===== src/rtl/mid_rule_pkg.sv =====
package mid_rule_pkg;
  localparam int unsigned WORD_W     = 32;
  localparam int unsigned ID_W       = 10;
  localparam int unsigned NUM_ENTRY  = 20;
  localparam int unsigned GROUP_W    = 5;
  localparam int unsigned NUM_GROUP  = 4;

  // Permission word positions the decode depends on
  localparam int unsigned NS_OK_BIT  = 27;
  localparam int unsigned PAR_LSB    = 28;

  // Entry field positions
  localparam int unsigned MASK_LSB   = 16;
  localparam int unsigned RO_BIT     = 30;
  localparam int unsigned EPAR_BIT   = 31;

  typedef struct packed {
    logic            par;
    logic            ro;
    logic [ID_W-1:0] mask;
    logic [ID_W-1:0] id;
  } id_entry_t;

  typedef struct packed {
    logic par;
    logic ro;
    logic tz;
  } entry_fail_t;

  function automatic id_entry_t unpack_entry(input logic [WORD_W-1:0] raw);
    id_entry_t e;
    e.par  = raw[EPAR_BIT];
    e.ro   = raw[RO_BIT];
    e.mask = raw[MASK_LSB +: ID_W];
    e.id   = raw[ID_W-1:0];
    return e;
  endfunction
endpackage


===== src/rtl/mid_rule_entry.sv =====
module mid_rule_entry
  import mid_rule_pkg::*;
(
  input  logic [WORD_W-1:0] raw_i,
  input  logic              enable_i,
  input  logic [ID_W-1:0]   txn_id_i,
  input  logic              write_i,
  input  logic              secure_i,
  input  logic              ns_ok_i,
  input  logic              par_en_i,
  output logic              hit_o,
  output logic              pass_o,
  output entry_fail_t       fail_o
);
  id_entry_t ent;
  logic      par_bad;
  logic      ro_bad;
  logic      tz_bad;

  always_comb begin
    ent     = unpack_entry(raw_i);
    hit_o   = enable_i && ((ent.id & ent.mask) == (txn_id_i & ent.mask));
    par_bad = par_en_i && (ent.par != (^{ent.ro, ent.mask, ent.id}));
    ro_bad  = ent.ro && write_i;
    tz_bad  = !secure_i && !ns_ok_i;

    fail_o.par = hit_o && par_bad;
    fail_o.ro  = hit_o && !par_bad && ro_bad;
    fail_o.tz  = hit_o && !par_bad && !ro_bad && tz_bad;
    pass_o     = hit_o && !par_bad && !ro_bad && !tz_bad;
  end

  always_comb begin
    p_one_outcome_r8: assert ($onehot0({pass_o, fail_o.par, fail_o.ro, fail_o.tz}))
      else $error("R8 entry has more than one outcome");
    if (!hit_o) begin
      p_nohit_quiet_r4: assert (!pass_o && fail_o == '0)
        else $error("R4 unmatched entry produced an outcome");
    end
  end
endmodule


===== config.mk =====
export PLATFORM = sky130hd
export DESIGN_NAME = mid_rule_entry
export DESIGN_NICKNAME = d
export VERILOG_FILES = /design/src/rtl/mid_rule_pkg.sv /design/src/rtl/mid_rule_entry.sv
export SDC_FILE = /design/constraint.sdc
export NUM_CORES = 1
export LEC_CHECK = 0
export CORE_MARGIN = 4
export CORE_UTILIZATION = 27
export DETAILED_ROUTE_END_ITERATION = 8
export PLACE_DENSITY = 0.9
export SYNTH_ARGS = -nofsm -noshare
export SYNTH_HDL_FRONTEND = slang
export SYNTH_SLANG_ARGS = --single-unit
export TNS_END_PERCENT = 1

===== constraint.sdc =====
create_clock -name vclk -period 4.01
set_input_delay 1.203 -clock vclk [all_inputs]
set_output_delay 1.203 -clock vclk [all_outputs]
set_load 0.05 [all_outputs]

==> qor.csv, run 1 <==
metric,value,unit
outcome,"finished, violations left",
violations,negative setup slack,
antenna_found_initial,0,
powerDensity,185,nW/um^2
p_seq_share,0,%
p_comb_share,100.0,%
setup_viol,3,
cp_cell_sequence,clkbuf_2 > xnor2_2 > xnor2_1 > xnor2_1 > buf_4 > xnor3_1 > a211oi_2 > clkbuf_16,
post-route-min-period,4.09,ns
power.internal,0.124,mW
holdWs,2.84,ns
via_per_inst,4.65,
slew-limit-headroom,78.5,%
antenna_cells,0,
syn_avg_cell_area,8.76,sq um
die-area,2210,sq um
cp-end-kind,output port,
required,2.81,ns
grt_pass1_vias,625,
nets,154,
hold_buffers,0,
final_area,1090,sq um
placementRows,13,
first_pass_iters,4,
switching_power,0.0782,mW
chipHeight,47.0,um
maxCapViolCount,0,
drive_gt1_share,54.3,%
final_util,80.0,%
io_buffers,42,
hold_viol,0,
hp-start,raw_i[30],
tightest_slew,0.323,ns
pwr-share-clk,0,%
setup_tns,-0.0961,ns
power.total,0.202,mW
vias,558,
yosysWarnings,0,
fmax,244,MHz
grt_pass1_wl,2.57,mm
yosysSeqAreaShare,0,%
design.seq.count,0,
wirelength,1.79,mm
synth.net_count,94,
synthCells,47,
grt_max_degree,5,
worstSetupStartpoint,raw_i[24],
drcViolationCount,0,
n_fill_cell,98,
crit_type,input pin to output port,
wl_per_cell,14.9,um
synth.distinct_cells,16,
final_antenna_net_count,0,
finalWeightedCongestion,0.714,
post-place-ws,-0.393,ns
ir_drop,0.122,mV
seqCellArea,0,sq um
hp-class,input pin to output port,
rsz0062_at_grt,yes,
worst-path-max-fanout,2,
worst_path_largest_cell_delay,0.35,ns
ios,52,
hpwlAfterDp,1.39,mm
finalNonFillerCells,120,
grt.total_usage,16.4,%
die_w,47.0,um
final.clkbuf_count,0,
crit_slowest_cell,xnor3_1,
setup_slack,-0.0833,ns
drtIter0Drc,7,
place_area,1010,sq um
grt-ovfl-total,0,
p_sw_share,38.7,%
total_leakage_power,0.515,nW
final.period_utilization,102,%
core_area,1370,sq um
critPathMostFrequentCell,xnor2_1,
synth_area,412,sq um
start_kind,input pin,
finalMaxSlewViolations,0,
place_inst,118,
cp.arrival,2.89,ns
syn_to_final_growth,166,%
start_util,30.1,%
[layer usage]
layer,up-vias,wire [um],global-route usage (%)
li1,279,-,-
met1,259,604,16.4
met2,20,1100,35.5
met3,0,82,0.766
met4,0,0,3.87
met5,-,0,0
[repair_timing]
item	4_1_cts	5_1_grt
buffers inserted	2	0
gates resized for setup	68	30
endpoints found under the setup margin	5	4
pin swaps	25	12
[cell type report]
| type | instances | area (sq um) | area share [%] |
|---|---|---|---|
| Tap cell | 15 | 18.8 | 1.72 |
| Inverter | 2 | 7.51 | 0.686 |
| Timing Repair Buffer | 58 | 547 | 50.0 |
| Multi-Input combinational cell | 45 | 520 | 47.6 |
[cell usage after synthesis]
| master | n | share of area [%] |
|---|---|---|
| a211oi_1 | 2 | 3.6 |
| a21boi_0 | 1 | 1.8 |
| a222oi_1 | 1 | 2.4 |
| a22oi_1 | 3 | 5.5 |
| and4_1 | 1 | 2.1 |
| inv_1 | 2 | 1.8 |
| nand2_1 | 2 | 1.8 |
| nor2_1 | 1 | 0.91 |
| nor3_1 | 1 | 1.2 |
| o2111a_1 | 1 | 2.7 |
| o21ai_0 | 1 | 1.2 |
| xnor2_1 | 16 | 34 |
| xnor2_2 | 1 | 4.0 |
| xnor3_1 | 1 | 5.5 |
| xor2_1 | 12 | 26 |
| xor3_1 | 1 | 5.8 |
[worst paths after layout]
check | end | slack (ns) | cells after the start
max | pass_o | -0.08 | 8
min | fail_o[1] | 2.84 | 4
[power by group through the flow]
stage / combinational [mW] / sequential, mW / clock [mW]
final: 0.202 / 0 / 0
after global routing: 0.213 / 0 / 0
after CTS: 0.186 / 0 / 0
after detailed placement: 0.175 / 0 / 0
after global placement: 0.172 / 0 / 0
after floorplan: 0.108 / 0 / 0
[cell families (layout without fill, tap and decap cells)]
kind of cell / Yosys count / in the layout / share of synthesized area, %
AO/OA/AOI/OAI: 9 / 9 / 17.3
XOR/XNOR: 31 / 31 / 74.8
buffers and inverters: 2 / 60 / 1.82
AND/OR/NAND/NOR: 5 / 5 / 6.08
[worst max-delay path: cells and delay by family]
| family | cells | cell delay (ns) |
|---|---|---|
| XOR/XNOR | 4 | 0.87 |
| buffers and inverters | 3 | 0.49 |
| AO/OA/AOI/OAI | 1 | 0.32 |
[cell usage in the layout, fill, tap and decap left out]
cell / instances
xnor2_2: 11
o21ai_0: 1
and4_1: 1
nor3_2: 1
buf_12: 3
xor2_2: 1
xnor2_1: 5
a222oi_1: 1
xor3_1: 1
buf_4: 17
inv_1: 2
xor2_1: 11
buf_8: 1
clkbuf_2: 3
clkdlybuf4s15_2: 5
clkbuf_16: 1
xnor2_4: 1
nor2_1: 1
a211oi_2: 2
dlygate4sd2_1: 2
xnor3_1: 1
o2111a_1: 1
a21boi_0: 1
nand2_1: 2
buf_6: 4
a22oi_1: 3
clkdlybuf4s50_1: 15
buf_2: 7
No activity file was read; power rests on OpenSTA's default activity.
==> inputs of run 2 (changes only) <==
RECOVER_POWER = 50   (was default)
SKIP_LAST_GASP = 1   (was default)
==> run 2 against run 1 <==
Compared with the run above:
- the flow still finishes with violations (negative setup slack)
- hold slack gained 0.035 ns
- count of clock-buffer cells in the layout is the same
- via count grew 3.9%
- sequential cell count is the same
- combinational power grew 7%
- total power grew 6.6%
- fmax grew 0.37%
- utilization grew 3.5 points
- first-iteration DRC count shrank 29%
- sequential share of layout area is the same
- die area is the same
- routed wire length grew 6.2%
==> qor.csv, run 2 (synthesis results as in run 1) <==
metric,value,unit,change
outcome,"finished, violations left",,unchanged
violations,negative setup slack,,unchanged
seqCellArea,0,sq um,unchanged
fmax,245,MHz,was 244 MHz
vias,580,,was 558
maxCapViolCount,0,,unchanged
drtIter0Drc,5,,was 7
finalMaxSlewViolations,0,,unchanged
start_util,30.1,%,unchanged
place_area,1010,sq um,unchanged
design.seq.count,0,,unchanged
hp-class,input pin to output port,,unchanged
finalWeightedCongestion,0.714,,unchanged
final_area,1140,sq um,was 1090 sq um
die-area,2210,sq um,unchanged
first_pass_iters,4,,unchanged
via_per_inst,4.83,,was 4.65
grt_pass1_vias,639,,was 625
io_buffers,42,,unchanged
layout_commonest_cell,buf_4,,unchanged
required,2.81,ns,about the same
grt.total_usage,16.6,%,was 16.4%
place_inst,118,,unchanged
total_leakage_power,0.579,nW,was 0.515 nW
setup_viol,4,,was 3
final_cell_mix,"17 x buf_4, 11 x xor2_1, 11 x xnor2_2",,"was 17 x buf_4, 15 x clkdlybuf4s50_1, 11 x xor2_1, 11 x xnor2_2, 7 x buf_2"
post-route-min-period,4.08,ns,was 4.09 ns
antenna_cells,0,,unchanged
grt_pass1_wl,2.60,mm,was 2.57 mm
drcViolationCount,0,,unchanged
hold_buffers,0,,unchanged
nets,154,,unchanged
setup_tns,-0.121,ns,was -0.0961 ns
final.period_utilization,102,%,about the same
hold_viol,0,,unchanged
start_kind,input pin,,unchanged
powerDensity,189,nW/um^2,was 185 nW/um^2
wirelength,1.90,mm,was 1.79 mm
ios,52,,unchanged
final.clkbuf_count,0,,unchanged
antenna_found_initial,0,,unchanged
slew-limit-headroom,63.5,%,was 78.5%
grt-ovfl-total,0,,unchanged
core_area,1370,sq um,unchanged
die_w,47.0,um,unchanged
n_fill_cell,82,,was 98
wl_per_cell,15.8,um,was 14.9 um
finalNonFillerCells,120,,unchanged
chipHeight,47.0,um,unchanged
grtUsageMet3,0.383,%,was 0.766%
tightest_slew,0.548,ns,was 0.323 ns
hpwlAfterDp,1.39,mm,unchanged
placementRows,13,,unchanged
rsz0062_at_grt,yes,,unchanged
grt_max_degree,5,,unchanged
drive_gt1_share,54.3,%,unchanged
crit_type,input pin to output port,,unchanged
use_met2,37.4,%,was 35.5%
worst-path-max-fanout,2,,unchanged
cp-end-kind,output port,,unchanged
syn_to_final_growth,177,%,was 166%
setup_slack,-0.0682,ns,was -0.0833 ns
met1_usage,16.1,%,was 16.4%
busiest_layer,met2,,unchanged
ir_drop,0.122,mV,about the same
cp.arrival,2.88,ns,was 2.89 ns
final_antenna_net_count,0,,unchanged
power.total,0.216,mW,was 0.202 mW
[run 2: changes by cell type in the layout (fill, tap and decap cells not counted), sizes merged]
cell,delta
clkdlybuf4s50,-6
buf,-2
dlymetal6s2s,+6
clkdlybuf4s15,+2
[run 2: area by class of cell]
class                      instances  area [sq um]  area share [%]
inverter                           2          7.51           0.658
multi-input combinational         45           544            47.7
tap                               15          18.8            1.64
timing repair buffer              58           571            50.0
[run 2: path summary, 6_finish.rpt]
check / start / endpoint / cells past startpoint
max: raw_i[23] / pass_o / 8
min: raw_i[30] / fail_o[1] / 4
[run 2: worst max-delay path: stages]
cell	delay [ns]
buf_8	0.10
xor2_2	0.17
xnor2_1	0.22
xnor2_1	0.18
buf_4	0.16
xnor3_2	0.37
a211oi_4	0.26
clkbuf_16	0.21
[run 2: routing by layer]
metal,vias up,routed length [um]
li1,284,-
met1,272,598
met2,22,1200
met3,2,90
met4,0,8
met5,-,0
[run 2: through the flow]
step | hold slack, ns | util [%] | setup slack, ns
2_1_floorplan | 2.58 | - | -0.0909
3_3_place_gp | 3.15 | 73.8 | -0.363
3_5_place_dp | 3.16 | 73.8 | -0.393
4_1_cts | 2.99 | 76.7 | -0.00965
5_1_grt | 2.88 | 83.5 | -0.156
6_report | 2.87 | 83.5 | -0.0682
[run 2: what timing repair did]
| item | CTS | global route |
|---|---|---|
| gates resized for setup | 62 | 44 |
| endpoints found under the hold margin | 0 | 0 |
| pin swaps | 25 | 18 |
| setup endpoints to repair | 5 | 5 |
| setup buffers | 2 | 0 |
[run 2: power by group]
group	total [mW]	internal, mW	switching, mW
registers	0	0	0
logic	0.216	0.128	0.0873
clock network	0	0	0
total	0.216	0.128	0.0873
==> inputs of run 3 (changes only) <==
CAP_MARGIN = 20   (was default)
==> results of run 3 <==
Same layout as run 2: the final DEF is identical, and so are final timing and power.
